## src/rtl/gpio_port_pkg.sv

```systemverilog
package gpio_port_pkg;
  typedef enum logic [0:0] {
    PIN_OPEN_DRAIN = 1'b0,
    PIN_PUSH_PULL  = 1'b1
  } pin_kind_e;
endpackage

```

## src/rtl/gpio_port_regs.sv

```systemverilog
module gpio_port_regs #(
  parameter int W = 8
) (
  input  logic         clk,
  input  logic         rst_n,
  input  logic [W-1:0] wdata,
  input  logic         ctl_we,
  input  logic         dat_we,
  output logic [W-1:0] ctl_q,
  output logic [W-1:0] dat_q
);
  logic [W-1:0] ctl_d, dat_d;

  always_comb begin
    ctl_d = ctl_q;
    dat_d = dat_q;
    if (ctl_we) ctl_d = wdata;
    if (dat_we) dat_d = wdata;
  end

  always_ff @(posedge clk or negedge rst_n) begin
    if (!rst_n) begin
      ctl_q <= '0;
      dat_q <= '0;
    end else begin
      ctl_q <= ctl_d;
      dat_q <= dat_d;
    end
  end

  a_r2_ctl_load: assert property (@(posedge clk) disable iff (!rst_n)
    ctl_we |=> (ctl_q == $past(wdata)));
  a_r2_ctl_hold: assert property (@(posedge clk) disable iff (!rst_n)
    !ctl_we |=> $stable(ctl_q));
  a_r2_dat_hold: assert property (@(posedge clk) disable iff (!rst_n)
    !dat_we |=> $stable(dat_q));
endmodule

```

## src/rtl/gpio_port_sync.sv

```systemverilog
module gpio_port_sync #(
  parameter int W      = 8,
  parameter int STAGES = 2
) (
  input  logic         clk,
  input  logic         rst_n,
  input  logic [W-1:0] d,
  output logic [W-1:0] q
);
  logic [W-1:0] stg [STAGES];

  for (genvar s = 0; s < STAGES; s++) begin : g_stage
    logic [W-1:0] nxt;
    if (s == 0) begin : g_first
      assign nxt = d;
    end else begin : g_rest
      assign nxt = stg[s-1];
    end
    always_ff @(posedge clk or negedge rst_n) begin
      if (!rst_n) stg[s] <= '0;
      else        stg[s] <= nxt;
    end
  end

  assign q = stg[STAGES-1];

  if (STAGES >= 2) begin : g_chk
    a_r11_shift: assert property (@(posedge clk) disable iff (!rst_n)
      1'b1 |=> (q == $past(stg[STAGES-2])));
  end
endmodule

```

## src/rtl/gpio_pin_ctrl.sv

```systemverilog
module gpio_pin_ctrl
  import gpio_port_pkg::*;
#(
  parameter pin_kind_e KIND = PIN_PUSH_PULL
) (
  input  logic clk,
  input  logic rst_n,
  input  logic io_oe,
  input  logic io_val,
  input  logic alt_en,
  input  logic alt_oe,
  input  logic alt_val,
  output logic pad_oe,
  output logic pad_do,
  output logic pad_pu
);
  logic io_drive;

  if (KIND == PIN_OPEN_DRAIN) begin : g_od
    // drive only toward low; a 1 releases the line
    assign io_drive = io_oe & ~io_val;
    assign pad_pu   = 1'b0;
  end else begin : g_pp
    assign io_drive = io_oe;
    assign pad_pu   = ~alt_en & ~io_oe;
  end

  always_comb begin
    if (alt_en) begin
      pad_oe = alt_oe;
      pad_do = alt_val;
    end else begin
      pad_oe = io_drive;
      pad_do = io_val;
    end
  end

  if (KIND == PIN_OPEN_DRAIN) begin : g_chk_od
    a_r3_od_never_high: assert property (@(posedge clk) disable iff (!rst_n)
      (!alt_en && pad_oe) |-> !pad_do);
  end else begin : g_chk_pp
    a_r5_pullup_only_input: assert property (@(posedge clk) disable iff (!rst_n)
      pad_pu |-> !pad_oe);
  end
endmodule

```

## src/rtl/gpio_altmux_port.sv

```systemverilog
module gpio_altmux_port
  import gpio_port_pkg::*;
#(
  parameter int PORT_W  = 8,
  parameter int OD_PINS = 2,
  parameter int SYNC_N  = 2
) (
  input  logic                      clk,
  input  logic                      rst_n,
  input  logic [PORT_W-1:0]         bus_wdata,
  input  logic                      ctl_wr,
  input  logic                      dat_wr,
  input  logic                      rd_en,
  output logic [PORT_W-1:0]         rd_data,
  input  logic [PORT_W-1:0]         pad_in,
  input  logic                      twi_en,
  input  logic                      twi_sda_oe,
  input  logic                      twi_scl_oe,
  input  logic [PORT_W-OD_PINS-1:0] pwm_en,
  input  logic [PORT_W-OD_PINS-1:0] pwm_out,
  input  logic                      clamp_en,
  input  logic                      clamp_out,
  output logic [PORT_W-1:0]         pad_oe,
  output logic [PORT_W-1:0]         pad_do,
  output logic [PORT_W-1:0]         pad_pu
);
  localparam int PWM_W = PORT_W - OD_PINS;
  localparam int TOP   = PORT_W - 1;

  // reset: asserted asynchronously, released on the clock
  logic [1:0] rst_pipe;
  logic       rst_int_n;
  always_ff @(posedge clk or negedge rst_n) begin
    if (!rst_n) rst_pipe <= 2'b00;
    else        rst_pipe <= {rst_pipe[0], 1'b1};
  end
  assign rst_int_n = rst_pipe[1];

  logic [PORT_W-1:0] ctl_q, dat_q, pin_sync;
  logic [PORT_W-1:0] alt_en, alt_oe, alt_val;

  gpio_port_regs #(.W(PORT_W)) u_regs (
    .clk(clk), .rst_n(rst_int_n), .wdata(bus_wdata),
    .ctl_we(ctl_wr), .dat_we(dat_wr), .ctl_q(ctl_q), .dat_q(dat_q)
  );

  gpio_port_sync #(.W(PORT_W), .STAGES(SYNC_N)) u_sync (
    .clk(clk), .rst_n(rst_int_n), .d(pad_in), .q(pin_sync)
  );

  assign rd_data = rd_en ? pin_sync : '0;

  for (genvar i = 0; i < PORT_W; i++) begin : g_pin
    if (i < OD_PINS) begin : g_twi
      assign alt_en[i]  = twi_en;
      assign alt_oe[i]  = (i == 0) ? twi_sda_oe : twi_scl_oe;
      assign alt_val[i] = 1'b0;
    end else if (i < TOP) begin : g_pwm
      assign alt_en[i]  = pwm_en[i-OD_PINS];
      assign alt_oe[i]  = 1'b1;
      assign alt_val[i] = pwm_out[i-OD_PINS];
    end else begin : g_pwm_clamp
      // PWM wins over clamp when both are enabled
      assign alt_en[i]  = pwm_en[PWM_W-1] | clamp_en;
      assign alt_oe[i]  = 1'b1;
      assign alt_val[i] = pwm_en[PWM_W-1] ? pwm_out[PWM_W-1] : clamp_out;
    end

    gpio_pin_ctrl #(
      .KIND((i < OD_PINS) ? PIN_OPEN_DRAIN : PIN_PUSH_PULL)
    ) u_pin (
      .clk(clk), .rst_n(rst_int_n),
      .io_oe(ctl_q[i]), .io_val(dat_q[i]),
      .alt_en(alt_en[i]), .alt_oe(alt_oe[i]), .alt_val(alt_val[i]),
      .pad_oe(pad_oe[i]), .pad_do(pad_do[i]), .pad_pu(pad_pu[i])
    );
  end

  a_r9_pwm_over_clamp: assert property (@(posedge clk) disable iff (!rst_int_n)
    (pwm_en[PWM_W-1] && clamp_en) |-> (pad_do[TOP] == pwm_out[PWM_W-1]));
  a_r8_clamp_drives: assert property (@(posedge clk) disable iff (!rst_int_n)
    (!pwm_en[PWM_W-1] && clamp_en) |-> (pad_oe[TOP] && pad_do[TOP] == clamp_out));
  a_r6_twi_follows: assert property (@(posedge clk) disable iff (!rst_int_n)
    twi_en |-> (pad_oe[0] == twi_sda_oe && pad_oe[1] == twi_scl_oe));
  a_r4_od_no_pullup: assert property (@(posedge clk) disable iff (!rst_int_n)
    pad_pu[OD_PINS-1:0] == '0);
  a_r7_pwm_drives: assert property (@(posedge clk) disable iff (!rst_int_n)
    pwm_en[0] |-> (pad_oe[OD_PINS] && !pad_pu[OD_PINS]));
endmodule

```

## config.mk

```make
export PLATFORM = sky130hd
export DESIGN_NAME = gpio_altmux_port
export DESIGN_NICKNAME = d
export VERILOG_FILES = /design/src/rtl/gpio_port_pkg.sv /design/src/rtl/gpio_port_regs.sv /design/src/rtl/gpio_port_sync.sv /design/src/rtl/gpio_pin_ctrl.sv /design/src/rtl/gpio_altmux_port.sv
export SDC_FILE = /design/constraint.sdc
export NUM_CORES = 1
export LEC_CHECK = 0
export BUFFER_PORTS_ARGS = -buffer_cell sky130_fd_sc_hd__buf_4
export CORE_ASPECT_RATIO = 1.4
export CORE_MARGIN = 5
export CORE_UTILIZATION = 30
export DETAILED_ROUTE_END_ITERATION = 7
export HOLD_SLACK_MARGIN = 0.06
export PLACE_DENSITY = 0.59
export SLEW_MARGIN = 20
export SYNTH_ARGS = -nofsm -noshare
export SYNTH_HDL_FRONTEND = slang
export SYNTH_SLANG_ARGS = --single-unit
```

## constraint.sdc

```tcl
create_clock -name clk -period 2.3 [get_ports clk]
set_clock_uncertainty 0.05 [all_clocks]
set_input_delay 0.115 -clock clk [delete_from_list [all_inputs] [get_ports clk]]
set_output_delay 0.115 -clock clk [all_outputs]
set_load 0.02 [all_outputs]
```

==> results of run 1 <==
[cell families after synthesis]
group           after synthesis
simple gates                 20
buf+inv                      32
mux                          22
compound gates                3
flops                        34
other cells                   2
[power breakdown]
part / total, uW / internal, uW / switching, uW
sequential: 664 / 642 / 22.4
clock: 647 / 434 / 213
combinational: 274 / 155 / 119
total: 1580 / 1230 / 354
[how the worst max path moves through the flow]
stage,from,end,slack (ps)
after detailed placement,rst_pipe[1],u_sync.g_stage[1].nxt[3],1270
final,u_regs.ctl_q[7],pad_pu[7],970
after CTS,u_regs.ctl_q[7],pad_pu[7],960
after floorplan,rst_pipe[1],u_regs.ctl_q[0],1230
after global placement,u_regs.ctl_q[7],pad_pu[7],1280
after global routing,u_regs.ctl_q[7],pad_pu[7],910
[layer usage]
| metal | vias to the layer above | routed length [um] | GRT usage | part of all wire |
|---|---|---|---|---|
| met2 | 47 | 1600 | 0.170 | 0.54 |
| met3 | 4 | 295 | 0.0467 | 0.10 |
| met5 | - | 0 | 0 | 0 |
| met4 | 0 | 41 | 0.0391 | 0.014 |
| li1 | 467 | - | - | - |
| met1 | 454 | 1000 | 0.0885 | 0.34 |
[sequential cells by signal, summed over array words and instances (netlist names)]
signal              cells
u_regs.dat_q            8
u_sync.g_stage.nxt      8
u_sync.q                8
u_regs.ctl_q            8
rst_pipe                2
[cell usage in the layout (no fill, tap or decap), drive strengths merged]
master / n
nor2: 1
or3: 1
mux2i: 1
o21ai: 2
inv: 6
conb: 3
buf: 68
bufinv: 2
nand2b: 1
clkbuf: 5
a22o: 1
dlygate4sd3: 17
and2: 8
nand2: 2
mux2: 21
nor2b: 2
dfrtp: 34
clkinv: 1
or2: 5
[layout make-up]
cell class / count / area (um2)
inverters: 6 / 22.5
clock buffers: 5 / 68.8
fillers: 468 / 2630
flip-flops and latches: 34 / 851
well taps: 64 / 80.1
clock inverters: 3 / 68.8
multi-input cells: 48 / 399
repair buffers: 85 / 681
[stage by stage]
| stage | setup slack [ps] | instance area (um2) | hold slack [ps] | util | std cells |
|---|---|---|---|---|---|
| 6_report | 969 | 2170 | 96.0 | 0.452 | 245 |
| 5_1_grt | 911 | 2170 | 111 | 0.452 | 245 |
| 4_1_cts | 956 | 2170 | 87.7 | 0.452 | 245 |
| 3_5_place_dp | 1270 | 1860 | -150 | 0.388 | 220 |
| 3_3_place_gp | 1280 | 1860 | -151 | 0.388 | 220 |
| 2_1_floorplan | 1230 | 1480 | -231 | - | 114 |
[what timing repair did]
| item | in CTS | in global routing |
|---|---|---|
| hold buffers | 17 | 0 |
| setup buffers | 0 | 0 |
| gates resized for setup | 0 | 0 |
| endpoints found under the hold margin | 26 | 0 |
[critical path, cell delays in order (launching register included)]
cell	delay, ps
dfrtp_1	380
or3_4	340
inv_2	50
buf_4	130
==> metrics.csv, run 1 <==
metric,value,unit
cp.arrival,1170,ps
worst-setup-path-type,flip-flop to primary output,
status,completed,
synth_simple_gate_area_share,0.0833,
min_period,1330,ps
initial_core_util,0.306,
synth_top_family_by_area,multiplexers,
remaining_drc_errors,0,
synth_seq_cells,34,
num-nets-final,218,
place.port_buffers,67,
clock_latency,280,ps
power.ir.vdd_worst,431,uV
synth_commonest_cells,"dfrtp_1, buf_4, mux2_2",
drt-wirelength-per-cell,12.0,um
syn_to_final_growth,47.5,%
synth-edff-count,0,
critical_path_required,2130,ps
report.final.slew_viol_count,0,
rr_endpoint,u_sync.q[6],
firstDrtPassIters,2,
timing.critical_path.from_type,flip-flop,
synth_compound_gate_area_share,0.0128,
fmax,752,MHz
core.rowCount,30,
initial_antenna_violation_count,0,
fp.dieW,69.2,um
finalSetupViolCount,0,
r2r_start,rst_pipe[1],
synth-seq-area-share,0.578,
timing.final.hold_violations,0,
yosys.area.top_type_share,0.578,
synth_top_flop_cell,dfrtp_1,
detailedRoute.firstIterationViolations,5,
route.detailed.vias_per_inst,3.97,
grt_start_max_net_pins,19,
power.leakage,0.00107,uW
number_of_distinct_library_cell_variants_in_the_gate_level_netlist_after_synthesis,18,
worstRegToRegCells,1,
post_synth_xor_area_fraction,0,
design.portCount,70,
synthArstFlopShare,1.00,
crit_fanout,2,
syn_avg_cell_area,13.0,um2
min_path_type,input port to asynchronous set/reset pin,
synth_area,0.00147,mm2
cts_sinks,34,
grt_pass1_vias,1062,
antenna_left,0,
synth_instances,113,
number_of_buffers_created_by_cts,5,
crit_share_post_route,0.578,
rrSetupSlack,1330,ps
synth.most_common_cell,dfrtp_1,
root_buffer,clkbuf_8,
grt_util_all_layers,0.0937,
power_per_cell_area,730,mW/mm2
finalWeightedCongestion,0.783,
synth_adder_area_share,0,
tritoncts,done,
post_synth_main_area_contributors,"dfrtp_1, mux2_2, buf_4, and2_1, or2_2",
count_of_antenna_diodes_in_the_layout,0,
post_synth_mux_area_share,0.168,
die-height,92.9,um
wirelength,2.94,mm
total_power,1580,uW
hpwlAfterDp,2.33,mm
rsz_0062_raised_after_global_routing,no,
final.setup.tns,0,ps
synth_largest_area_cell,dfrtp_1,
ys_warn_count,0,
worst_setup_hold_path_clk_slew,70,ps
first_pass_grt_wire_length,4.75,mm
ctsLongestPathBuffers,2,
die-area,0.00643,mm2
drv.max_cap_violation_count,0,
core_area,0.00480,mm2
grt-ovfl-total,0,
crit_path_end_kind,primary output,
timing_worst_slew_pin_value,620,ps
max_slew_margin,0.587,
htree_num_levels,2,
routed-via-count,972,
share_of_final_layout_standard_cells_stronger_than_drive_strength_1,0.575,
Note: power is estimated with default switching activity, not from simulation.
==> run 2: changes to the inputs <==
==> constraint.sdc (replaced) <==
create_clock -name clk -period 1.4 [get_ports clk]
set_clock_uncertainty 0.05 [all_clocks]
set_input_delay 0.07 -clock clk [delete_from_list [all_inputs] [get_ports clk]]
set_output_delay 0.07 -clock clk [all_outputs]
set_load 0.02 [all_outputs]
==> run 2 against run 1 <==
Against the previous run:
- largest power group unchanged
- utilization shrank 0.21 points
- power is 50% higher
- sequential power grew 63%
- critical path depth did not move
==> metrics.csv, run 2 (synthesized netlist as in run 1, its figures left out) <==
metric,value,unit
worst-setup-path-type,flip-flop to primary output,
grt_pass1_vias,1034,
root_buffer,clkbuf_8,
min_path_type,input port to flip-flop,
remaining_drc_errors,0,
cp.arrival,1170,ps
syn_to_final_growth,46.9,%
grt-ovfl-total,0,
crit_share_post_route,0.919,
cts_repair_resize_count,0,
power.share.switching,0.236,
final.setup.tns,0,ps
count_of_antenna_diodes_in_the_layout,0,
combPwrFrac,0.195,
cts_sinks,34,
final.setup.worst_slack,113,ps
initial_core_util,0.306,
die-height,92.9,um
fmax,777,MHz
wirelength,2.97,mm
pwr-share-seq,0.457,
power.leakage,0.00106,uW
firstDrtPassIters,2,
design.portCount,70,
report.final.slew_viol_count,0,
mostFrequentLayoutCells,"buf_4, dfrtp_1, mux2_2, dlygate4sd3_1",
detailedRoute.firstIterationViolations,16,
timing.critical_path.from_type,flip-flop,
power.net_switching,560,uW
hpwlAfterDp,2.33,mm
drv.max_cap_violation_count,0,
die-area,0.00643,mm2
grt_util_all_layers,0.0990,
grt_start_max_net_pins,19,
num-nets-final,220,
htree_num_levels,2,
crit_fanout,2,
first_pass_grt_wire_length,4.92,mm
power_per_cell_area,1100,mW/mm2
clock_latency,280,ps
timing.final.hold_violations,0,
share_of_final_layout_standard_cells_stronger_than_drive_strength_1,0.574,
tritoncts,done,
critical_path_required,1280,ps
cell_internal_pwr,1810,uW
min_period,1290,ps
pre_cts_setup_slack,414,ps
status,completed,
route.detailed.vias_per_inst,3.99,
pwr-share-clk,0.348,
crit_path_end_kind,primary output,
worst_setup_hold_path_clk_slew,70,ps
routed-via-count,986,
initial_antenna_violation_count,0,
core.rowCount,30,
place.port_buffers,67,
antenna_left,0,
most_common_library_cell_in_the_layout_ignoring_fill_and_taps,buf_4,
ctsLongestPathBuffers,2,
number_of_buffers_created_by_cts,5,
core_area,0.00480,mm2
rsz_0062_raised_after_global_routing,no,
drt-wirelength-per-cell,12.0,um
finalSetupViolCount,0,
fp.dieW,69.2,um
finalWeightedCongestion,0.762,
power.ir.vdd_worst,649,uV
## run 2: changes by cell type in the layout (fill, tap and decap cells not counted)
cell           change
bufinv_16          -2
dlygate4sd3_1      +1
clkbuf_8           +3
buf_4              +1
clkinv_4           -1
## run 2: power by group through the flow
stage | logic [uW] | clock network [uW] | registers [uW]
after floorplan | 287 | 0 | 1100
after global placement | 420 | 0 | 1100
after detailed placement | 430 | 0 | 1100
after CTS | 471 | 867 | 1080
after global routing | 500 | 903 | 1090
final | 462 | 825 | 1080
## run 2: path summary, 6_finish.rpt
check | depth (start not counted) | slack (ps) | endpoint | start
setup / recovery | 3 | 110 | pad_pu[7] | u_regs.ctl_q[7]
hold / removal | 2 | 90 | u_regs.dat_q[5] | dat_wr
setup reg to reg | 1 | 590 | u_regs.dat_q[0] | u_regs.dat_q[0]
hold reg to reg | 1 | 150 | u_regs.dat_q[4] | rst_pipe[1]
max in group asynchronous | 3 | 600 | rst_pipe[1] | rst_n
min in group asynchronous | 1 | 150 | u_regs.dat_q[4] | rst_pipe[1]
## run 2: final cells by class
| class | count | area, um2 |
|---|---|---|
| inverters | 6 | 22.5 |
| multi-input cells | 48 | 399 |
| repair buffers | 87 | 698 |
| fillers | 461 | 2640 |
| well taps | 64 | 80.1 |
| clock buffers | 8 | 110 |
| flip-flops and latches | 34 | 851 |
## run 2: metal layers
metal  track usage  vias up  share of wire  wire length (um)
met5             0        -              0                 0
met4        0.0489        0          0.018                53
met3        0.0391        6          0.086               256
met2         0.172       48           0.54              1600
met1         0.103      464           0.36              1060
li1              -      468              -                 -
## run 2: stage by stage
step	std cells	hold slack, ps	total power, uW	util	area [um2]
floorplan	114	-276	1390	-	1480
global placement	221	-196	1520	0.389	1870
detailed placement	221	-196	1530	0.389	1870
CTS	247	99.2	2420	0.450	2160
global route	247	96.2	2500	0.450	2160
finish	247	93.7	2370	0.450	2160
## run 2: worst max-delay path, stage by stage, from the launching register on
cell	delay (ps)
dfrtp_1	380
or3_4	340
inv_2	50
buf_4	120
## run 2: timing repair
| action | 4_1_cts | 5_1_grt |
|---|---|---|
| endpoints found under the hold margin | 26 | 0 |
| buffers inserted | 0 | 0 |
| hold buffers | 18 | 0 |
